File: config.mk
export PLATFORM = sky130hd
export DESIGN_NAME = sat_supply_ctrl
export DESIGN_NICKNAME = d
export VERILOG_FILES = /design/src/rtl/ssc_pkg.sv /design/src/rtl/ssc_ctrl.sv /design/src/rtl/ssc_tone_gen.sv /design/src/rtl/sat_supply_ctrl.sv
export SDC_FILE = /design/constraint.sdc
export NUM_CORES = 1
export LEC_CHECK = 0
export BUFFER_PORTS_ARGS = -buffer_cell sky130_fd_sc_hd__buf_2
export CAP_MARGIN = 5
export CORE_MARGIN = 3
export CORE_UTILIZATION = 43
export DETAILED_ROUTE_END_ITERATION = 6
export GPL_TIMING_DRIVEN = 1
export PLACE_DENSITY_LB_ADDON = 0.1
export SYNTH_ARGS = -nofsm -noshare
export SYNTH_HDL_FRONTEND = slang
export SYNTH_HIERARCHICAL = 1
export SYNTH_SLANG_ARGS = --single-unit
File: constraint.sdc
create_clock -name clk -period 1.2 [get_ports clk]
set_input_delay 0.06 -clock clk [delete_from_list [all_inputs] [get_ports clk]]
set_output_delay 0.06 -clock clk [all_outputs]
set_load 0.005 [all_outputs]
File: src/rtl/ssc_pkg.sv
package ssc_pkg;

  // Output level code handed to the regulator
  typedef enum logic [1:0] {
    LVL_LOW       = 2'b00,  // 13.25 V
    LVL_LOW_RAISE = 2'b01,  // 14.25 V
    LVL_HIGH      = 2'b10,  // 18 V
    LVL_HIGH_RAISE= 2'b11   // 19.5 V
  } voltLvl_e;

  // Strobes from control to the tone datapath
  typedef struct packed {
    logic run;    // gate is open this cycle
    logic start;  // gate opened this cycle
  } toneStrb_t;

  function automatic voltLvl_e encodeLevel(input logic highSel, input logic raise);
    voltLvl_e lvl;
    case ({highSel, raise})
      2'b00:   lvl = LVL_LOW;
      2'b01:   lvl = LVL_LOW_RAISE;
      2'b10:   lvl = LVL_HIGH;
      default: lvl = LVL_HIGH_RAISE;
    endcase
    return lvl;
  endfunction

endpackage

File: src/rtl/ssc_ctrl.sv
module ssc_ctrl
  import ssc_pkg::*;
#(
  parameter int SYNC_STAGES = 2
) (
  input  logic      clk,
  input  logic      rstN,
  input  logic      enBit,
  input  logic      toneEnBit,
  input  logic      txSelBit,
  input  logic      vSelBit,
  input  logic      boostBit,
  input  logic      keyIn,
  input  logic      thermShut,
  output toneStrb_t strb,
  output logic      powerEn,
  output logic      txPortEn,
  output logic      rxPortEn,
  output voltLvl_e  voltCode
);

  logic [SYNC_STAGES-1:0] keySync;
  logic keySafe;
  logic powerReq;
  logic gateReq;
  logic gateOpen;
  logic gateQ;

  // Keying pin synchroniser
  always_ff @(posedge clk or negedge rstN) begin
    if (!rstN) keySync <= '0;
    else       keySync <= {keySync[SYNC_STAGES-2:0], keyIn};
  end
  assign keySafe = keySync[SYNC_STAGES-1];

  // Thermal shutdown overrides the enable bit
  assign powerReq = enBit & ~thermShut;
  // Continuous tone wins over keying
  assign gateReq  = toneEnBit | keySafe;
  assign gateOpen = powerReq & txSelBit & gateReq;

  always_ff @(posedge clk or negedge rstN) begin
    if (!rstN) gateQ <= 1'b0;
    else       gateQ <= gateOpen;
  end

  always_comb begin
    strb.run   = gateOpen;
    strb.start = gateOpen & ~gateQ;
  end

  // Port steering and level code
  always_ff @(posedge clk or negedge rstN) begin
    if (!rstN) begin
      powerEn  <= 1'b0;
      txPortEn <= 1'b0;
      rxPortEn <= 1'b0;
      voltCode <= LVL_LOW;
    end else begin
      powerEn  <= powerReq;
      txPortEn <= powerReq & txSelBit;
      rxPortEn <= powerReq & ~txSelBit;
      voltCode <= encodeLevel(vSelBit, boostBit);
    end
  end


  therm_off_chk: assert property (@(posedge clk) disable iff (!rstN)
    thermShut |=> (!powerEn && !txPortEn && !rxPortEn));


  one_port_chk: assert property (@(posedge clk) disable iff (!rstN)
    (enBit && !thermShut) |=> (powerEn && (txPortEn != rxPortEn)));


  en_off_chk: assert property (@(posedge clk) disable iff (!rstN)
    !enBit |=> (!powerEn && !txPortEn && !rxPortEn));

endmodule

File: src/rtl/ssc_tone_gen.sv
module ssc_tone_gen
  import ssc_pkg::*;
#(
  parameter int HALF_CNT = 25
) (
  input  logic      clk,
  input  logic      rstN,
  input  toneStrb_t strb,
  output logic      toneOut
);

  localparam int CNT_W = $clog2(HALF_CNT + 1);
  localparam logic [CNT_W-1:0] LAST = CNT_W'(HALF_CNT - 1);

  logic [CNT_W-1:0] halfCnt;

  always_ff @(posedge clk or negedge rstN) begin
    if (!rstN) begin
      halfCnt <= '0;
      toneOut <= 1'b0;
    end else if (!strb.run) begin
      halfCnt <= '0;
      toneOut <= 1'b0;
    end else if (strb.start) begin
      halfCnt <= '0;
      toneOut <= 1'b1;
    end else if (halfCnt == LAST) begin
      halfCnt <= '0;
      toneOut <= ~toneOut;
    end else begin
      halfCnt <= halfCnt + 1'b1;
    end
  end


  half_range_chk: assert property (@(posedge clk) disable iff (!rstN)
    halfCnt <= LAST);


  start_high_chk: assert property (@(posedge clk) disable iff (!rstN)
    strb.start |=> toneOut);


  gate_close_chk: assert property (@(posedge clk) disable iff (!rstN)
    !strb.run |=> !toneOut);

endmodule

File: src/rtl/sat_supply_ctrl.sv
module sat_supply_ctrl
  import ssc_pkg::*;
#(
  parameter int CLK_HZ      = 1_100_000,
  parameter int TONE_HZ     = 22_000,
  parameter int SYNC_STAGES = 2
) (
  input  logic       clk,
  input  logic       rstN,
  input  logic       enBit,
  input  logic       toneEnBit,
  input  logic       txSelBit,
  input  logic       vSelBit,
  input  logic       boostBit,
  input  logic       keyIn,
  input  logic       thermShut,
  output logic       toneOut,
  output logic       txPortEn,
  output logic       rxPortEn,
  output logic       powerEn,
  output logic [1:0] voltCode
);

  // Half period rounded to nearest integer
  localparam int HALF_CNT = (CLK_HZ + TONE_HZ) / (2 * TONE_HZ);

  toneStrb_t strb;
  voltLvl_e  lvl;

  ssc_ctrl #(.SYNC_STAGES(SYNC_STAGES)) i_ctrl (
    .clk(clk), .rstN(rstN), .enBit(enBit), .toneEnBit(toneEnBit),
    .txSelBit(txSelBit), .vSelBit(vSelBit), .boostBit(boostBit),
    .keyIn(keyIn), .thermShut(thermShut), .strb(strb),
    .powerEn(powerEn), .txPortEn(txPortEn), .rxPortEn(rxPortEn),
    .voltCode(lvl)
  );

  ssc_tone_gen #(.HALF_CNT(HALF_CNT)) i_tone (
    .clk(clk), .rstN(rstN), .strb(strb), .toneOut(toneOut)
  );

  assign voltCode = lvl;


  tone_on_tx_chk: assert property (@(posedge clk) disable iff (!rstN)
    toneOut |-> txPortEn);

endmodule

==> Flow_metrics.wiki, run 1 <==
{| class="wikitable"
! Metric !! Value
|-
| Part of the cycle the worst path needs || 97.4%
|-
| Vias || about 350
|-
| Syn Area/Cell || 13.6 µm²
|-
| Largest net degree at the start of global routing || 15
|-
| Type of the worst min-delay path || in2reg
|-
| Worst max-slew margin expressed relative to the limit || 80.0%
|-
| Number of I/O port buffers || 14
|-
| Initial antenna violation count || 0
|-
| Via count of the first global-routing pass || 373
|-
| Mapped Cells || between 40 and 50
|-
| Hold Fails Final Rpt || 0
|-
| Transition time at the pin with the least slew margin || 301 ps
|-
| Global-route wire length before repair || 1.53 mm
|-
| Fraction of the core area covered by cells at the end of the flow || between 60% and 70%
|-
| Warnings from Yosys || 6
|-
| Post-synthesis sequential area ratio || between 60% and 70%
|-
| Horizontal extent of the die || between 40 and 50 µm
|-
| Via density per instance || approximately 4.6
|-
| Routed length per placed instance || 10.8 µm
|-
| Max rail drop VDD || 0.660 mV
|-
| Worst slack, placed || -4.87 ps
|-
| Number of levels in the clock H-tree || 1
|-
| Maximum number of buffers from clock root to sink || 2
|-
| Library cell contributing the largest single delay on the critical path || dfrtp_1
|-
| Leakage || 0.000379 µW
|-
| Clock insertion delay at the later pin of the skew report || approximately 270 ps
|-
| Result of the run || finished clean
|-
| # DRC || 0
|-
| #FFs+latches synth || 14
|-
| Site row count || 12
|-
| Gpl congestion || 0.689
|-
| Sum of net half-perimeters after detailed placement || 640 µm
|-
| Number of distinct library cells after synthesis || 17
|-
| Setup repair after global routing missed its margin || yes
|-
| Fraction of layout instances using a drive strength above 1 || 39.7%
|-
| Final #Nets || 76
|-
| Final worst clock skew || 6.32 ps
|-
| Clock transition at the registers of the reported paths || 80 ps
|-
| Classification of the worst setup path || reg2reg
|-
| Antenna diode count || 0
|-
| Startpoint type of the worst setup path || register
|-
| Highest cell delay on the worst timing path || 400 ps
|-
| DRC violation total after the first TritonRoute iteration || 0
|-
| Number of violations of the max-capacitance limit || 0
|-
| Residual antenna-violating net count after detailed routing || 0
|-
| Hold Slack || about 60 ps
|-
| CTS Buf Count || 3
|-
| Floorplan die area || 1800 µm²
|-
| Standard cell core area || 1170 µm²
|-
| Final wirelength || 834 µm
|-
| Detailed Routing Iterations Pass 1 || 1
|-
| Remaining global-route overflow || 0
|-
| Cells along the critical path || inv_1 > ha_2 > nand4b_4 > xnor2_1 > o21a_1
|-
| CTS sink cnt || 14
|-
| Fmax || 0.855 GHz
|-
| Syn-to-layout area delta || 28.6%
|-
| Critical path endpoint category || register
|-
| # IOs || 15
|-
| Critical Path AT || 1340 ps
|-
| Peak fanout along the critical path || 3
|-
| Initial standard-cell utilization of the core || 48.6%
|-
| Mapped Area || 569 µm²
|-
| Post-synthesis net count || 53
|-
| Number of setup violations in the final report || 0
|-
| Root Buffer || clkbuf_4
|-
| Minimum clock period || approximately 1200 ps
|-
| Slew Limit Fails || 0
|-
| Clock tree from TritonCTS || done
|-
| Critical path data required time || 1370 ps
|-
| Power density over the cells || 1100 nW/µm²
|-
| Final worst-path setup slack || 30.8 ps
|-
| GRT Resource Usage Total || between 10% and 20%
|-
| Die span in y || 42.4 µm
|}
==> Yosys cell counts <==
| master | n | area, µm² |
|---|---|---|
| nor3_2 | 1 | 10.0 |
| o21a_1 | 1 | 7.51 |
| and3b_1 | 1 | 8.76 |
| xor2_1 | 2 | 17.5 |
| clkbuf_1 | 2 | 7.51 |
| buf_4 | 1 | 7.51 |
| nand3b_1 | 1 | 7.51 |
| nor2_1 | 6 | 22.5 |
| nor2b_4 | 1 | 13.8 |
| xnor2_1 | 2 | 17.5 |
| dfrtp_1 | 14 | 350 |
| nand4b_4 | 1 | 23.8 |
| ha_1 | 2 | 25.0 |
| nand3b_4 | 1 | 20.0 |
| and2b_2 | 1 | 8.76 |
| inv_1 | 3 | 11.3 |
| nand3_1 | 2 | 10.0 |
==> flip-flops by register name, summed over array words and instances, names as in the netlist <==
register and flops:
i_tone/toneOut 1, i_tone/halfCnt 5, i_ctrl/rxPortEn 1, i_ctrl/txPortEn 1, i_ctrl/keySync 2, i_ctrl/powerEn 1
i_ctrl/voltCode 2, i_ctrl/gateQ 1
==> timing repair <==
action | 4_1_cts | 5_1_grt
buffers inserted | 2 | 0
endpoints found under the setup margin | 1 | 5
hold buffers | 5 | 0
hold endpoints to repair | 18 | 0
pin swaps | 0 | 4
gates resized for setup | 0 | 1
==> path summary, 6_finish.rpt <==
kind                                    from  cells after the start                 end  slack (ps)
min in group asynchronous               rstN                      2   i_tone/halfCnt[1]         200
max in group asynchronous               rstN                      2  i_ctrl/voltCode[0]         760
min                                    enBit                      3     i_ctrl/txPortEn          60
min reg2reg                i_ctrl/keySync[0]                      0   i_ctrl/keySync[1]         360
max                        i_tone/halfCnt[0]                      5      i_tone/toneOut          30
max reg2reg                i_tone/halfCnt[0]                      5      i_tone/toneOut          30
==> final cells by class <==
class	instances	area, µm²
tap	14	17.5
inverter	3	11.3
clock buffer	3	22.5
timing repair buffer	21	135
multi-input combinational	22	195
sequential	14	350
fill	96	439
==> worst max-delay path: cells and delay by family (launching register included) <==
family	cells	cell delay (ps)
compound gates	1	160
simple gates	1	110
xor+xnor	1	150
flops	1	400
fa+ha+maj	1	180
buf+inv	1	60
==> report_power, final <==
group          switching, µW  internal, µW  leakage (µW)
combinational           30.8          38.1      0.000182
sequential              4.08           485      0.000183
clock                    130           116     0.0000138
==> metrics by stage <==
stage | area [µm²] | instances | power, µW | setup TNS [ps]
2_1_floorplan | 569 | 42 | 522 | 0
4_1_cts | 729 | 77 | 818 | 0
3_5_place_dp | 642 | 67 | 554 | -4.87
6_report | 732 | 77 | 804 | 0
3_3_place_gp | 642 | 67 | 551 | 0
5_1_grt | 732 | 77 | 852 | -73.0
==> routing by layer <==
metal | track usage, % | up-vias | routed length, µm
met1 | 12.2 | 167 | 342
met3 | 3.86 | 2 | 45
met5 | 0 | - | 0
met2 | 19.8 | 10 | 438
met4 | 9.32 | 0 | 8
li1 | - | 174 | -
==> layout by cell type, fill, tap and decap left out, drive strengths merged <==
cell | netlist | final
nand3b | 2 | 2
xor2 | 2 | 2
nor2 | 6 | 6
o21a | 1 | 1
inv | 3 | 3
nor2b | 1 | 1
and2b | 1 | 1
dfrtp | 14 | 14
nand4b | 1 | 1
clkbuf | 2 | 3
ha | 2 | 2
nand3 | 2 | 2
and3b | 1 | 1
xnor2 | 2 | 2
buf | 1 | 16
dlygate4sd3 | 0 | 5
nor3 | 1 | 1
==> kinds of logic after synthesis <==
| kind of cell | synth area share (%) |
|---|---|
| xor gates and xnor gates | 6.15 |
| and+or+nand+nor | 22.0 |
| buffers and inverters | 4.62 |
| adders and majority gates | 4.39 |
| AOI/OAI and AO/OA | 1.32 |
| DFF | 61.5 |
Note: power is estimated with default switching activity, not from simulation.
==> inputs of run 2 (changes only) <==
--- a/config.mk
+++ b/config.mk
@@ -10,8 +10,9 @@
 export CORE_MARGIN = 3
 export CORE_UTILIZATION = 43
 export DETAILED_ROUTE_END_ITERATION = 6
+export GPL_ROUTABILITY_DRIVEN = 1
 export GPL_TIMING_DRIVEN = 1
-export PLACE_DENSITY_LB_ADDON = 0.1
+export PLACE_DENSITY_LB_ADDON = 0.12
 export SYNTH_ARGS = -nofsm -noshare
 export SYNTH_HDL_FRONTEND = slang
 export SYNTH_HIERARCHICAL = 1
==> run 2 against run 1 <==
Compared with the run above:
- sequential power barely moved
- critical path depth stayed put
- largest power group unchanged
- largest cell class unchanged
- via count shrank 0.85%
- clock-buffer cell count unchanged
==> Flow_metrics.wiki, run 2 (same netlist as run 1, synthesis figures left out) <==
{| class="wikitable"
! Metric !! Value
|-
| Switching component of the power || 161 µW (-2.0%)
|-
| Clock transition at the registers of the reported paths || 70 ps (about the same)
|-
| Worst max-slew margin expressed relative to the limit || 80.3% (+0.39 points)
|-
| Part of the cycle the worst path needs || 95.0% (-2.4 points)
|-
| Largest net degree at the start of global routing || 15 (unchanged)
|-
| Site row count || 12 (unchanged)
|-
| Stages on the worst setup path || 5 (unchanged)
|-
| Count of fill cells added during filler insertion || 92 (-4.2%)
|-
| Clock tree from TritonCTS || done
|-
| Final worst clock skew || 2.68 ps (-3.65 ps)
|-
| Syn-to-layout area delta || 33.4%
|-
| Origin of the worst min-delay path || enBit
|-
| Share of total power in sequential cells || 60.8% (about the same)
|-
| Via count of the first global-routing pass || 379 (+1.6%)
|-
| CTS sink cnt || 14 (unchanged)
|-
| Largest reg by FF count || i_tone/halfCnt
|-
| Die span in y || 42.4 µm (unchanged)
|-
| Final #Nets || 78 (+2.6%)
|-
| Gpl congestion || 0.690 (about the same)
|-
| Worst slack, placed || 11.9 ps (+16.7 ps)
|-
| Routed length per placed instance || 11.6 µm (+7.1%)
|-
| Critical path endpoint category || register
|-
| Highest-count cells in the layout ignoring fill and taps || 14 x dfrtp_1, 14 x buf_2, 6 x nor2_1, 5 x dlygate4sd3_1, 4 x buf_4
|-
| Number of I/O port buffers || 14 (unchanged)
|-
| Switch share || 20.1% (-0.40 points)
|-
| Initial antenna violation count || 0 (unchanged)
|-
| Residual antenna-violating net count after detailed routing || 0 (unchanged)
|-
| Post-route cell area || 759 µm² (+3.8%)
|-
| Via density per instance || 4.43 (-3.4%)
|-
| Routed length on met1 || 370 µm (+8.2%)
|-
| Clock network power share || 29.9% (-0.7 points)
|-
| Number of levels in the clock H-tree || 1 (unchanged)
|-
| Sequential cell area in the final layout || 350 µm² (unchanged)
|-
| Crit path buffers/inverters || 1 (unchanged)
|-
| GRT Resource Usage Total || 12.3% (+0.42 points)
|-
| Startpoint type of the worst setup path || register
|-
| # DRC || 0 (unchanged)
|-
| Transition time at the pin with the least slew margin || 295 ps (-5.81 ps)
|-
| Root Buffer || clkbuf_4
|-
| Remaining global-route overflow || 0 (unchanged)
|-
| Leakage || 0.000390 µW (+2.9%)
|-
| Type of the worst min-delay path || in2reg
|-
| R2R Setup Slk || 60 ps (+30 ps)
|-
| Cell family contributing the most delay on the critical path || flip-flops
|-
| Clock insertion delay at the later pin of the skew report || 260 ps (about the same)
|-
| Sum of net half-perimeters after detailed placement || 644 µm (+0.61%)
|-
| Highest cell delay on the worst timing path || 410 ps (about the same)
|-
| CTS Buf Count || 3 (unchanged)
|-
| Met2 layer wire length in the routed design || 506 µm (+16%)
|-
| Internal power contribution || 642 µW (+0.43%)
|-
| Number of setup violations in the final report || 0 (unchanged)
|-
| Hold Crit Endpoint || i_ctrl/txPortEn
|-
| Max rail drop VDD || 0.828 mV (+26%)
|-
| Cells along the critical path || buf_4 > ha_2 > nand3_1 > xor2_1 > nor2_1
|-
| # IOs || 15 (unchanged)
|-
| Endpoint of the worst-slack reg-to-reg timing path || i_tone/halfCnt[4]
|-
| Final worst-path setup slack || 59.4 ps (+28.7 ps)
|-
| Horizontal extent of the die || 42.4 µm (unchanged)
|-
| Leading registers by flop count || i_tone/halfCnt x5, i_ctrl/keySync x2, i_ctrl/voltCode x2
|-
| Minimum clock period || 1140 ps (-28.7 ps)
|-
| Detailed Routing Iterations Pass 1 || 4 (+3)
|-
| Fraction of the core area covered by cells at the end of the flow || 64.9% (+2.4 points)
|-
| Area taken by multi-input logic gates || 208 µm² (+6.4%)
|-
| Fraction of layout instances using a drive strength above 1 || 46.2% (+6.5 points)
|-
| Critical path data required time || 1350 ps (-20 ps)
|-
| Critical Path AT || 1290 ps (-50 ps)
|-
| Setup Total Neg Slack || 0 ps (unchanged)
|-
| Peak fanout along the critical path || 3 (unchanged)
|-
| Result of the run || finished clean
|-
| Maximum number of buffers from clock root to sink || 2 (unchanged)
|-
| Hold Fails Final Rpt || 0 (unchanged)
|-
| Power density over the cells || 1060 nW/µm² (-3.7%)
|-
| Post-Place Cell Area || 642 µm² (unchanged)
|-
| Logic gate share of total power || 9.2% (+0.6 points)
|-
| Final wirelength || 916 µm (+9.8%)
|-
| Classification of the worst setup path || reg2reg
|-
| Flip-flop count of the largest register after layout || 5 (unchanged)
|-
| Uppermost layer routed || met4
|-
| FF-to-FF path depth || 5 (unchanged)
|-
| Global-route wire length before repair || 1.64 mm (+7.3%)
|-
| Initial standard-cell utilization of the core || 48.6% (unchanged)
|-
| DRC violation total after the first TritonRoute iteration || 5 (+5)
|-
| Antenna diode count || 0 (unchanged)
|-
| Routed wire length on met3 || 32 µm (-29%)
|-
| Standard cell core area || 1170 µm² (unchanged)
|-
| Slew Limit Fails || 0 (unchanged)
|-
| RR Startpoint || i_tone/halfCnt[1]
|-
| Worst hold path depth || 3 (unchanged)
|-
| Floorplan die area || 1800 µm² (unchanged)
|-
| Library cell contributing the largest single delay on the critical path || dfrtp_1
|-
| Fmax || 0.877 GHz (+2.5%)
|-
| Vias || 350 (-0.85%)
|-
| Number of violations of the max-capacitance limit || 0 (unchanged)
|}
[run 2: cell types whose count changed in the layout (fill, tap and decap cells not counted), sizes merged]
cell,change
buf,+2
[run 2: through the flow]
step / hold WS (ps) / cells / total power, µW
finish: 68.5 / 79 / 803
global route: 57.8 / 79 / 853
CTS: 66.1 / 76 / 814
detailed placement: -36.3 / 67 / 554
global placement: -45.2 / 67 / 551
floorplan: -236 / 42 / 522
[run 2: area by class of cell]
type                    instances  area share (%)
clock buffers                   3            2.97
inverters                       3            1.48
multi-input cells              22            27.3
flip-flops and latches         14            46.1
well taps                      14            2.31
repair buffers                 23            19.8
[run 2: worst reg2reg max path, cell delays in order, from the launching register on]
cell and delay (ps):
dfrtp_1 410, buf_4 140, ha_2 180, nand3_1 100
xor2_1 150, nor2_1 50
[run 2: what timing repair did]
item                       4_1_cts  5_1_grt
setup buffers                    1        3
resized for setup                0        5
hold endpoints to repair        18        0
setup endpoints to repair        1        5
hold buffers                     5        0
[run 2: worst max-delay path by stage]
stage                 startpoint                 to  slack, ps
2_1_floorplan  i_tone/halfCnt[0]     i_tone/toneOut         70
3_3_place_gp   i_tone/halfCnt[0]     i_tone/toneOut         50
3_5_place_dp   i_tone/halfCnt[0]     i_tone/toneOut         10
4_1_cts        i_tone/halfCnt[1]     i_tone/toneOut          6
5_1_grt        i_tone/halfCnt[1]     i_tone/toneOut        -10
6_report       i_tone/halfCnt[1]  i_tone/halfCnt[4]         60
[run 2: power groups by stage]
stage          registers [µW]  logic, µW  clock network [µW]
6_report                  489       74.2                 240
5_1_grt                   490       83.4                 279
4_1_cts                   489       69.7                 255
3_5_place_dp              499       55.4                   0
3_3_place_gp              499       52.9                   0
2_1_floorplan             500       21.8                   0
[run 2: metal layers]
layer,vias up,GRT usage (%)
met5,-,0
met4,0,5.59
li1,178,-
met1,161,13.7
met3,2,3.86
met2,9,21.3
